$ cat src/rtl/fxr_pkg.sv
`timescale 1ns/1ps
package fxr_pkg;

  typedef enum logic [1:0] {
    RND_NEAR_UP   = 2'b00,
    RND_NEAR_EVEN = 2'b01,
    RND_DOWN      = 2'b10,
    RND_ODD       = 2'b11
  } rnd_mode_e;

  // strobes from control to datapath
  typedef struct packed {
    logic useGuard;     // add guard bit directly
    logic useEven;      // guard qualified by sticky or kept LSB
    logic useOdd;       // jam into kept LSB
    logic shiftNonZero; // at least one bit discarded
    logic capture;      // load output register
  } rnd_ctl_t;

endpackage

$ cat src/rtl/fxr_ctrl.sv
`timescale 1ns/1ps
module fxr_ctrl
  import fxr_pkg::*;
#(
  parameter int SW   = 4,
  parameter bit PIPE = 1'b1
) (
  input  logic          clk,
  input  logic          rstN,
  input  logic          inValid,
  input  logic [SW-1:0] inShift,
  input  logic [1:0]    inMode,
  output rnd_ctl_t      ctl,
  output logic          resValid
);

  rnd_mode_e modeSel;

  always_comb begin
    modeSel          = rnd_mode_e'(inMode);
    ctl              = '0;
    ctl.shiftNonZero = |inShift;
    ctl.capture      = inValid;
    unique case (modeSel)
      RND_NEAR_UP:   ctl.useGuard = 1'b1;
      RND_NEAR_EVEN: ctl.useEven  = 1'b1;
      RND_ODD:       ctl.useOdd   = 1'b1;
      default:       ;
    endcase
  end

  generate
    if (PIPE) begin : g_validReg
      logic validQ;
      always_ff @(posedge clk or negedge rstN) begin
        if (!rstN) validQ <= 1'b0;
        else       validQ <= inValid;
      end
      assign resValid = validQ;

      assert_valid_follows_R7: assert property (@(posedge clk) disable iff (!rstN)
        inValid |=> resValid);
      assert_valid_drops_R7: assert property (@(posedge clk) disable iff (!rstN)
        !inValid |=> !resValid);
    end else begin : g_validPass
      assign resValid = inValid;
    end
  endgenerate

  assert_single_rule_R2: assert property (@(posedge clk) disable iff (!rstN)
    $onehot0({ctl.useGuard, ctl.useEven, ctl.useOdd}));

endmodule

$ cat src/rtl/fxr_datapath.sv
`timescale 1ns/1ps
module fxr_datapath
  import fxr_pkg::*;
#(
  parameter int W    = 16,
  parameter int SW   = 4,
  parameter bit PIPE = 1'b1
) (
  input  logic          clk,
  input  logic          rstN,
  input  logic [W-1:0]  inValue,
  input  logic [SW-1:0] inShift,
  input  rnd_ctl_t      ctl,
  output logic [W-1:0]  resValue,
  output logic          resCarry
);

  logic [SW-1:0] shMinusOne;
  logic [W-1:0]  shifted;
  logic [W-1:0]  guardAligned;
  logic [W-1:0]  belowGuardMask;
  logic          guardBit;
  logic          stickyBit;
  logic          lsbBit;
  logic          anyDropped;
  logic          roundInc;
  logic [W:0]    roundSum;

  always_comb begin
    shMinusOne     = inShift - SW'(1);
    shifted        = inValue >> inShift;
    guardAligned   = inValue >> shMinusOne;
    belowGuardMask = (W'(1) << shMinusOne) - W'(1);
    guardBit       = ctl.shiftNonZero & guardAligned[0];
    stickyBit      = ctl.shiftNonZero & (|(inValue & belowGuardMask));
    lsbBit         = shifted[0];
    anyDropped     = guardBit | stickyBit;
    roundInc       = (ctl.useGuard & guardBit)
                   | (ctl.useEven  & guardBit & (stickyBit | lsbBit))
                   | (ctl.useOdd   & ~lsbBit & anyDropped);
    roundSum       = {1'b0, shifted} + (W+1)'(roundInc);
  end

  generate
    if (PIPE) begin : g_outReg
      logic [W-1:0] valueQ;
      logic         carryQ;
      always_ff @(posedge clk or negedge rstN) begin
        if (!rstN) begin
          valueQ <= '0;
          carryQ <= 1'b0;
        end else if (ctl.capture) begin
          valueQ <= roundSum[W-1:0];
          carryQ <= roundSum[W];
        end
      end
      assign resValue = valueQ;
      assign resCarry = carryQ;

      assert_hold_idle_R8: assert property (@(posedge clk) disable iff (!rstN)
        !ctl.capture |=> ($stable(resValue) && $stable(resCarry)));
      assert_load_value_R7: assert property (@(posedge clk) disable iff (!rstN)
        ctl.capture |=> (resValue == $past(roundSum[W-1:0])));
    end else begin : g_outPass
      assign resValue = roundSum[W-1:0];
      assign resCarry = roundSum[W];
    end
  endgenerate

  assert_zero_shift_pass_R1: assert property (@(posedge clk) disable iff (!rstN)
    !ctl.shiftNonZero |-> (roundSum == {1'b0, inValue}));
  assert_trunc_exact_R4: assert property (@(posedge clk) disable iff (!rstN)
    !(ctl.useGuard || ctl.useEven || ctl.useOdd) |-> (roundSum[W-1:0] == shifted));
  assert_even_tie_R3: assert property (@(posedge clk) disable iff (!rstN)
    (ctl.useEven && guardBit && !stickyBit) |-> !roundSum[0]);
  assert_odd_jam_R5: assert property (@(posedge clk) disable iff (!rstN)
    (ctl.useOdd && anyDropped) |-> roundSum[0]);
  assert_no_overflow_R6: assert property (@(posedge clk) disable iff (!rstN)
    ctl.shiftNonZero |-> !roundSum[W]);

endmodule

$ cat src/rtl/fxround_shifter.sv
`timescale 1ns/1ps
module fxround_shifter
  import fxr_pkg::*;
#(
  parameter int W    = 16,
  parameter bit PIPE = 1'b1,
  localparam int SW  = $clog2(W)
) (
  input  logic          clk,
  input  logic          rstN,
  input  logic          inValid,
  input  logic [W-1:0]  inValue,
  input  logic [SW-1:0] inShift,
  input  logic [1:0]    inMode,
  output logic          resValid,
  output logic [W-1:0]  resValue,
  output logic          resCarry
);

  rnd_ctl_t ctl;

  fxr_ctrl #(.SW(SW), .PIPE(PIPE)) u_ctrl (
    .clk      (clk),
    .rstN     (rstN),
    .inValid  (inValid),
    .inShift  (inShift),
    .inMode   (inMode),
    .ctl      (ctl),
    .resValid (resValid)
  );

  fxr_datapath #(.W(W), .SW(SW), .PIPE(PIPE)) u_datapath (
    .clk      (clk),
    .rstN     (rstN),
    .inValue  (inValue),
    .inShift  (inShift),
    .ctl      (ctl),
    .resValue (resValue),
    .resCarry (resCarry)
  );

  assert_reset_quiet_R9: assert property (@(posedge clk)
    !rstN |-> (!resValid && resValue == '0 && !resCarry));

endmodule

$ cat config.mk
export PLATFORM = sky130hd
export DESIGN_NAME = fxround_shifter
export DESIGN_NICKNAME = d
export VERILOG_FILES = /design/src/rtl/fxr_pkg.sv /design/src/rtl/fxr_ctrl.sv /design/src/rtl/fxr_datapath.sv /design/src/rtl/fxround_shifter.sv
export SDC_FILE = /design/constraint.sdc
export NUM_CORES = 1
export LEC_CHECK = 0
export BUFFER_PORTS_ARGS = -buffer_cell sky130_fd_sc_hd__buf_2
export CELL_PAD_IN_SITES_DETAIL_PLACEMENT = 0
export CELL_PAD_IN_SITES_GLOBAL_PLACEMENT = 1
export CORE_MARGIN = 2
export CORE_UTILIZATION = 44
export CTS_CLUSTER_SIZE = 24
export DETAILED_ROUTE_END_ITERATION = 10
export GPL_TIMING_DRIVEN = 0
export HOLD_SLACK_MARGIN = 0.12
export PLACE_DENSITY = 0.79
export SKIP_CTS_REPAIR_TIMING = 1
export SYNTH_ARGS = -nofsm -noshare
export SYNTH_HDL_FRONTEND = slang
export SYNTH_SLANG_ARGS = --single-unit
export TNS_END_PERCENT = 30
$ cat constraint.sdc
create_clock -name clk -period 1.6 [get_ports clk]
set_clock_uncertainty 0.2 [all_clocks]
set_input_delay 0.24 -clock clk [delete_from_list [all_inputs] [get_ports clk]]
set_output_delay 0.24 -clock clk [all_outputs]
set_load 0.05 [all_outputs]
==> results of run 1 <==
synthesized netlist by cell type (5+ instances only):
cell type / instances / area (sq um)
sky130_fd_sc_hd__nand2_1: 29 / 109
sky130_fd_sc_hd__nor3_1: 6 / 30.0
sky130_fd_sc_hd__nand3_1: 9 / 45.0
sky130_fd_sc_hd__nand2b_1: 5 / 31.3
sky130_fd_sc_hd__o21ai_0: 8 / 40.0
sky130_fd_sc_hd__dfrtp_1: 18 / 450
sky130_fd_sc_hd__clkbuf_1: 14 / 52.6
sky130_fd_sc_hd__o211ai_1: 5 / 37.5
sky130_fd_sc_hd__ha_1: 7 / 87.6
sky130_fd_sc_hd__xor2_1: 6 / 52.6
sky130_fd_sc_hd__nor2_1: 29 / 109
sky130_fd_sc_hd__inv_1: 9 / 33.8
sky130_fd_sc_hd__a21oi_1: 18 / 90.1
sky130_fd_sc_hd__xnor2_1: 10 / 87.6
sky130_fd_sc_hd__mux2i_1: 15 / 150
sky130_fd_sc_hd__mux2_2: 8 / 90.1
sky130_fd_sc_hd__nor2b_1: 6 / 37.5
sky130_fd_sc_hd__mux4_2: 18 / 405
cell usage in the layout (no fill, tap or decap), types with 4 or more instances in the layout:
cell	n
sky130_fd_sc_hd__mux4_2	18
sky130_fd_sc_hd__nor2b_1	5
sky130_fd_sc_hd__buf_2	38
sky130_fd_sc_hd__inv_1	7
sky130_fd_sc_hd__nand2_1	29
sky130_fd_sc_hd__o22ai_1	4
sky130_fd_sc_hd__o211ai_1	5
sky130_fd_sc_hd__a221oi_1	4
sky130_fd_sc_hd__nor3_1	6
sky130_fd_sc_hd__clkbuf_1	10
sky130_fd_sc_hd__clkbuf_8	4
sky130_fd_sc_hd__or2_2	4
sky130_fd_sc_hd__a21oi_1	18
sky130_fd_sc_hd__nor2_1	27
sky130_fd_sc_hd__mux2_2	7
sky130_fd_sc_hd__mux2i_1	13
sky130_fd_sc_hd__buf_12	5
sky130_fd_sc_hd__xnor2_1	9
sky130_fd_sc_hd__buf_4	24
sky130_fd_sc_hd__xor2_1	6
sky130_fd_sc_hd__dfrtp_1	18
sky130_fd_sc_hd__nand3_1	9
sky130_fd_sc_hd__nand2b_1	5
sky130_fd_sc_hd__ha_1	4
sky130_fd_sc_hd__o21ai_0	8
how the worst max path moves through the flow:
stage | slack, ps | cells after the start | end | from
after global routing | -1670 | 14 | u_datapath.resValue[0]$_DFFE_PN0P_ | inShift[3]
final | -1550 | 15 | u_datapath.resValue[14]$_DFFE_PN0P_ | inShift[0]
after global placement | -2340 | 18 | u_datapath.resValue[0]$_DFFE_PN0P_ | inShift[0]
after CTS | -2060 | 18 | u_datapath.resValue[0]$_DFFE_PN0P_ | inShift[0]
after floorplan | -1450 | 13 | u_datapath.resValue[13]$_DFFE_PN0P_ | inShift[0]
after detailed placement | -2320 | 18 | u_datapath.resValue[0]$_DFFE_PN0P_ | inShift[0]
power by group:
part	leakage, nW	internal (W)	switching (W)
registers	0.221	0.000510	0.0000243
logic	1.21	0.000475	0.000726
clock network	0.0288	0.000219	0.000175
state kept, by name, summed over array words and instances, names as in the netlist:
name                 cells
u_datapath.resValue     16
u_datapath.resCarry      1
u_ctrl.resValid          1
critical path, cell delays in order:
cell and delay (ps):
sky130_fd_sc_hd__buf_12 90, sky130_fd_sc_hd__buf_12 110, sky130_fd_sc_hd__buf_12 130, sky130_fd_sc_hd__clkinv_8 50, sky130_fd_sc_hd__ha_4 190, sky130_fd_sc_hd__xnor2_4 240
sky130_fd_sc_hd__mux4_2 560, sky130_fd_sc_hd__mux2i_4 190, sky130_fd_sc_hd__and3_4 230, sky130_fd_sc_hd__ha_4 140, sky130_fd_sc_hd__inv_4 50, sky130_fd_sc_hd__nor4b_4 360
sky130_fd_sc_hd__nor3b_4 270, sky130_fd_sc_hd__or3_1 130, sky130_fd_sc_hd__a31oi_1 70
cells by family (layout without fill, tap and decap cells):
logic type | after synthesis | count (layout) | synth area share [%]
simple gates | 113 | 113 | 22.3
compound gates | 75 | 75 | 19.4
mux | 44 | 44 | 26.4
buf+inv | 36 | 99 | 6.50
flops | 18 | 18 | 16.8
xor+xnor | 16 | 16 | 5.24
fa+ha+maj | 7 | 7 | 3.27
metal layers:
layer / global-route usage, % / vias up
li1: - / 1308
met1: 33.7 / 1355
met2: 41.5 / 130
met3: 2.86 / 22
met4: 8.33 / 0
met5: 0 / -
through the flow:
step / total power [W] / util (%)
global placement: 0.00162 / 52.3
global route: 0.00224 / 58.7
detailed placement: 0.00162 / 52.3
CTS: 0.00202 / 53.2
finish: 0.00213 / 58.7
floorplan: 0.00136 / -
layout make-up:
type                       instances  area share, %
multi-input combinational        255           64.3
sequential                        18           13.0
timing repair buffer              60           11.2
buffer                            24           5.14
tap                               75           2.72
inverter                          11           1.99
clock buffer                       4           1.59
==> impl_summary.log, run 1 <==
INFO  metric largest_net_degree_at_the_start_of_global_routing = 19
INFO  metric postSynthRegisterBits = 18
INFO  metric design.final.nets = 405
INFO  metric number_of_enable_flip_flop_cells_after_synthesis = 0
INFO  metric worst-path-max-fanout = 8
INFO  metric final_cell_area = 3450 sq um
INFO  metric synth_cells = 309
INFO  metric clk_transition_reported_paths = 80 ps
INFO  metric met2WireLength = 4240 microns
INFO  metric synth.avg_cell_area = 8.66 sq um
INFO  metric final_period_minus_worst_setup_slack = 3150 ps
INFO  metric power.density_cell_area = 616 nW/um^2
INFO  metric regToRegEndpoint = u_datapath.resValue[0]$_DFFE_PN0P_
INFO  metric rsz0062_at_grt = true
INFO  metric finalWeightedCongestion = 0.950
INFO  metric min_path_type = primary input to register
INFO  metric worstSetupStartpointType = primary input
INFO  metric ys.warnings.count = 0
INFO  metric holdCritStartpoint = inMode[0]
INFO  metric rows = 28
INFO  metric vias = 2815
INFO  metric root_cell_of_the_clock_tree = sky130_fd_sc_hd__clkbuf_8
INFO  metric detailedPlacementHpwl = 6240 microns
INFO  metric timing.setup.tns = -22530 ps
INFO  metric place_ws = -2320 ps
INFO  metric instances_no_fill = 447
INFO  metric final_slew_violations = 0
INFO  metric layout.area.seq = 450 sq um
INFO  metric floorplan.io_pins = 43
INFO  metric cts_tree = yes
INFO  metric clock-sinks = 18
INFO  metric dpl_cell_area = 3080 sq um
INFO  metric r2r-start = u_datapath.resValue[0]$_DFFE_PN0P_
INFO  metric placement.io_buffers = 36
INFO  metric failed_checks = negative setup slack
INFO  metric first_iteration_detailed_routing_drc_count = 252
INFO  metric finalHoldViolCount = 0
INFO  metric worst_r2r_path_depth = 4
INFO  metric async_reset_ff_share = 100%
INFO  metric multiInputGateArea = 2220 sq um
INFO  metric clk-insertion-delay-late = 260 ps
INFO  metric period_share = 197%
INFO  metric drt-total-wl = 8570 microns
INFO  metric postRouteAntennaNets = 0
INFO  metric critPathRequiredTime = 1520 ps
INFO  metric worstMarginPinSlew = 660 ps
INFO  metric gr-total-overflow = 0
INFO  metric met3WireLength = 515 microns
INFO  metric cp-end-kind = register
INFO  metric tritoncts.num_buffers = 3
INFO  metric drt_pass1_iterations = 5
INFO  metric drt_drc_violations_left = 0
INFO  metric grt_first_pass_wirelength = 12800 microns
INFO  metric gr-usage-all-layers = 25.0%
INFO  metric ys_seq_area_share = 16.8%
INFO  metric status = finished, violations left
INFO  metric layout_setup_ws = -1550 ps
INFO  metric count_of_different_cell_masters_after_synthesis = 67
INFO  metric cp.arrival = 3070 ps
INFO  metric routed.top_layer = met4
INFO  metric worstSetupPathType = primary input to register
INFO  metric dp.cells = 420
INFO  metric dieHeight = 82.0 microns
INFO  metric timing.max_slew.rel_slack = 55.7%
INFO  metric design.die.area = 6720 sq um
INFO  metric insertedDiodeCount = 0
INFO  metric coreArea = 5890 sq um
INFO  metric post_drt_via_cell_ratio = 6.30
INFO  metric ir_worst_vdd = 0.000399 V
INFO  metric htree_num_levels = 1
INFO  metric min_to = u_datapath.resValue[0]$_DFFE_PN0P_
INFO  metric setup_viol = 17
INFO  metric timing.hold.worst_path_depth = 4
INFO  metric worst-r2r-setup-slack = 280 ps
INFO  metric cts-root-to-sink-buffers = 2
INFO  metric syn-cell-area = 2680 sq um
INFO  metric die_x = 82.0 microns
INFO  metric filler_cell_count = 559
INFO  metric yosys_most_used_dff = sky130_fd_sc_hd__dfrtp_1
INFO  metric max_freq = 317 MHz
INFO  metric routedLengthMet1 = 3590 microns
INFO  metric detail_route.wl_per_cell = 19.2 microns
INFO  metric final_layout_size_suffix_gt1_share = 36.8%
INFO  metric number_of_global_route_vias_before_repair = 2462
INFO  metric initial_antenna_violation_count = 0
INFO  metric floorplan.initialDensity = 45.5%
INFO  metric timing.hold.ws = 146 ps
INFO  metric flow.area_growth_from_synthesis = 29.0%
INFO  metric p_leak = 1.46 nW
INFO  metric synth.net_count = 341
INFO  metric drv_cap = 0
Power figures use the tool's default switching activity.
==> run 2, diff against run 1 <==
--- a/config.mk
+++ b/config.mk
@@ -5,16 +5,16 @@
 export SDC_FILE = /design/constraint.sdc
 export NUM_CORES = 1
 export LEC_CHECK = 0
-export BUFFER_PORTS_ARGS = -buffer_cell sky130_fd_sc_hd__buf_2
 export CELL_PAD_IN_SITES_DETAIL_PLACEMENT = 0
 export CELL_PAD_IN_SITES_GLOBAL_PLACEMENT = 1
 export CORE_MARGIN = 2
-export CORE_UTILIZATION = 44
+export CORE_UTILIZATION = 49
 export CTS_CLUSTER_SIZE = 24
 export DETAILED_ROUTE_END_ITERATION = 10
+export DONT_BUFFER_PORTS = 1
 export GPL_TIMING_DRIVEN = 0
 export HOLD_SLACK_MARGIN = 0.12
-export PLACE_DENSITY = 0.79
+export PLACE_DENSITY = 0.78
 export SKIP_CTS_REPAIR_TIMING = 1
 export SYNTH_ARGS = -nofsm -noshare
 export SYNTH_HDL_FRONTEND = slang
==> impl_summary.log, run 2 (synthesis gave the netlist of run 1 again) <==
INFO  metric timing.setup.tns = -20600 ps (+1930 ps)
INFO  metric ir_worst_vdd = 0.000772 V (+94%)
INFO  metric setup_viol = 17 (unchanged)
INFO  metric failed_checks = negative setup slack
INFO  metric initial_antenna_violation_count = 0 (unchanged)
INFO  metric die_x = 77.9 microns (-5.0%)
INFO  metric multiInputGateArea = 2240 sq um (+0.79%)
INFO  metric clk-insertion-delay-late = 250 ps (about the same)
INFO  metric worstSetupStartpointType = primary input
INFO  metric power.share.combinational = 46.4% (-10 points)
INFO  metric seq_power_share = 38.1% (+13 points)
INFO  metric grt_util_met1 = 40.2% (+6.5 points)
INFO  metric swShare = 43.4% (about the same)
INFO  metric use_met2 = 39.5% (-2.0 points)
INFO  metric postRouteAntennaNets = 0 (unchanged)
INFO  metric coreArea = 5200 sq um (-12%)
INFO  metric power.density_cell_area = 595 nW/um^2 (-3.5%)
INFO  metric drt-total-wl = 8430 microns (-1.6%)
INFO  metric filler_cell_count = 476 (-15%)
INFO  metric layout_setup_ws = -1490 ps (+64.2 ps)
INFO  metric drv_cap = 0 (unchanged)
INFO  metric floorplan.initialDensity = 51.4% (+5.9 points)
INFO  metric final_common_cell = sky130_fd_sc_hd__nand2_1
INFO  metric rows = 26 (-7.1%)
INFO  metric final_cell_area = 3280 sq um (-4.9%)
INFO  metric largest_net_degree_at_the_start_of_global_routing = 19 (unchanged)
INFO  metric p_leak = 1.32 nW (-9.1%)
INFO  metric placement.io_buffers = 0 (-100%)
INFO  metric top_usage_layer = met1
INFO  metric drt_pass1_iterations = 5 (unchanged)
INFO  metric final_layout_size_suffix_gt1_share = 31.5% (-5.4 points)
INFO  metric timing.hold.worst_path_depth = 4 (unchanged)
INFO  metric gr-total-overflow = 0 (unchanged)
INFO  metric max_freq = 324 MHz (+2.1%)
INFO  metric grt_first_pass_wirelength = 13200 microns (+2.8%)
INFO  metric timing.max_slew.rel_slack = 45.4% (-10 points)
INFO  metric first_iteration_detailed_routing_drc_count = 256 (+1.6%)
INFO  metric finalHoldViolCount = 0 (unchanged)
INFO  metric drt_drc_violations_left = 0 (unchanged)
INFO  metric tritoncts.num_buffers = 3 (unchanged)
INFO  metric vias = 2699 (-4.1%)
INFO  metric number_of_global_route_vias_before_repair = 2506 (+1.8%)
INFO  metric internal_power = 0.00110 W (-8.3%)
INFO  metric place_ws = -2270 ps (+47.3 ps)
INFO  metric finalWeightedCongestion = 0.926 (-2.6%)
INFO  metric rsz0062_at_grt = true
INFO  metric gr-usage-all-layers = 27.1% (+2.2 points)
INFO  metric critPathRequiredTime = 1520 ps (about the same)
INFO  metric final_cell_mix = sky130_fd_sc_hd__nand2_1 (28), sky130_fd_sc_hd__nor2_1 (27), sky130_fd_sc_hd__buf_4 (26)
INFO  metric detail_route.wl_per_cell = 20.7 microns (+8.1%)
INFO  metric floorplan.io_pins = 43 (unchanged)
INFO  metric final_period_minus_worst_setup_slack = 3090 ps (-64.2 ps)
INFO  metric htree_num_levels = 1 (unchanged)
INFO  metric period_share = 193% (-4.0 points)
INFO  metric post_drt_via_cell_ratio = 6.63 (+5.3%)
INFO  metric totalPowerFinal = 0.00195 W (-8.3%)
INFO  metric insertedDiodeCount = 0 (unchanged)
INFO  metric worstSetupPathType = primary input to register
INFO  metric min_path_type = primary input to register
INFO  metric clock-sinks = 18 (unchanged)
INFO  metric dieHeight = 77.9 microns (-5.0%)
INFO  metric cts_tree = yes
INFO  metric status = finished, violations left
INFO  metric flow.area_growth_from_synthesis = 22.7%
INFO  metric dpl_cell_area = 2890 sq um (-6.1%)
INFO  metric largest_register_ff_count = 16 (unchanged)
INFO  metric cp-end-kind = register
INFO  metric grt.met3_usage = 9.30% (+6.4 points)
INFO  metric detailedPlacementHpwl = 6220 microns (-0.32%)
INFO  metric clkPwrFrac = 15.5% (-3.0 points)
INFO  metric root_cell_of_the_clock_tree = sky130_fd_sc_hd__clkbuf_8
INFO  metric design.final.nets = 371 (-8.4%)
INFO  metric clk_transition_reported_paths = 60 ps (-20 ps)
INFO  metric final_slew_violations = 0 (unchanged)
INFO  metric timing.hold.ws = 152 ps (+6.56 ps)
INFO  metric worstMarginPinSlew = 816 ps (+155 ps)
INFO  metric layout.area.seq = 450 sq um (unchanged)
INFO  metric worst_r2r_path_depth = 4 (unchanged)
INFO  metric worst-path-max-fanout = 10 (+2)
INFO  metric cp.arrival = 3010 ps (-60 ps)
INFO  metric design.die.area = 6070 sq um (-9.7%)
INFO  metric power_dissipated_by_switching_net_loads = 0.000848 W (-8.3%)
INFO  metric cts-root-to-sink-buffers = 2 (unchanged)
==> run 2: changes by cell type in the layout (fill, tap and decap cells not counted), sizes merged <==
cell         delta
buf            -35
clkbuf          -1
clkinv          -1
dlygate4sd3     +1
inv             +1
==> run 2: cell type report <==
cell class	count	area share, %
Clock buffer	3	1.26
Inverter	11	1.87
Sequential cell	18	13.7
Buffer	23	5.91
Multi-Input combinational cell	255	68.2
Timing Repair Buffer	27	6.40
Tap cell	70	2.67
==> run 2: metal layers <==
metal | vias to the layer above | routed length (microns)
met5 | - | 0
met4 | 0 | 106
met3 | 15 | 1040
met2 | 168 | 3720
met1 | 1281 | 3570
li1 | 1235 | -
==> run 2: final timing paths <==
| path | from | to | slack, ps |
|---|---|---|---|
| worst max-delay path | inShift[2] | u_datapath.resValue[0]$_DFFE_PN0P_ | -1490 |
| worst min-delay path | inMode[1] | u_datapath.resValue[0]$_DFFE_PN0P_ | 150 |
| worst max register to register | u_datapath.resValue[0]$_DFFE_PN0P_ | u_datapath.resValue[0]$_DFFE_PN0P_ | 20 |
| worst min register to register | u_datapath.resValue[8]$_DFFE_PN0P_ | u_datapath.resValue[8]$_DFFE_PN0P_ | 600 |
| max in group asynchronous | rstN | u_ctrl.resValid$_DFF_PN0_ | 360 |
| min in group asynchronous | rstN | u_datapath.resValue[11]$_DFFE_PN0P_ | 330 |
==> run 2: worst max-delay path, stage by stage <==
cell and delay, ps:
sky130_fd_sc_hd__buf_4 160, sky130_fd_sc_hd__clkbuf_4 200, sky130_fd_sc_hd__clkbuf_4 210, sky130_fd_sc_hd__and3b_1 190, sky130_fd_sc_hd__a31o_4 250, sky130_fd_sc_hd__nand2_1 130, sky130_fd_sc_hd__ha_4 200, sky130_fd_sc_hd__nand2b_1 80
sky130_fd_sc_hd__mux2i_2 210, sky130_fd_sc_hd__a31oi_2 100, sky130_fd_sc_hd__xor2_1 210, sky130_fd_sc_hd__a2bb2oi_1 190, sky130_fd_sc_hd__nand4_1 150, sky130_fd_sc_hd__nor4b_4 380, sky130_fd_sc_hd__a21oi_1 110
==> run 2: stage by stage <==
stage | utilization [%] | cells
after floorplan | - | 309
after global placement | 55.5 | 379
after detailed placement | 55.5 | 379
after CTS | 56.3 | 382
after global routing | 63.1 | 407
final | 63.1 | 407
==> run 2: power groups by stage <==
stage               clock (W)  combinational, W  sequential [W]
finish               0.000303          0.000905        0.000744
global route         0.000328          0.000982        0.000752
global placement            0          0.000755        0.000754
CTS                  0.000317          0.000757        0.000746
floorplan                   0          0.000617        0.000745
detailed placement          0          0.000756        0.000755
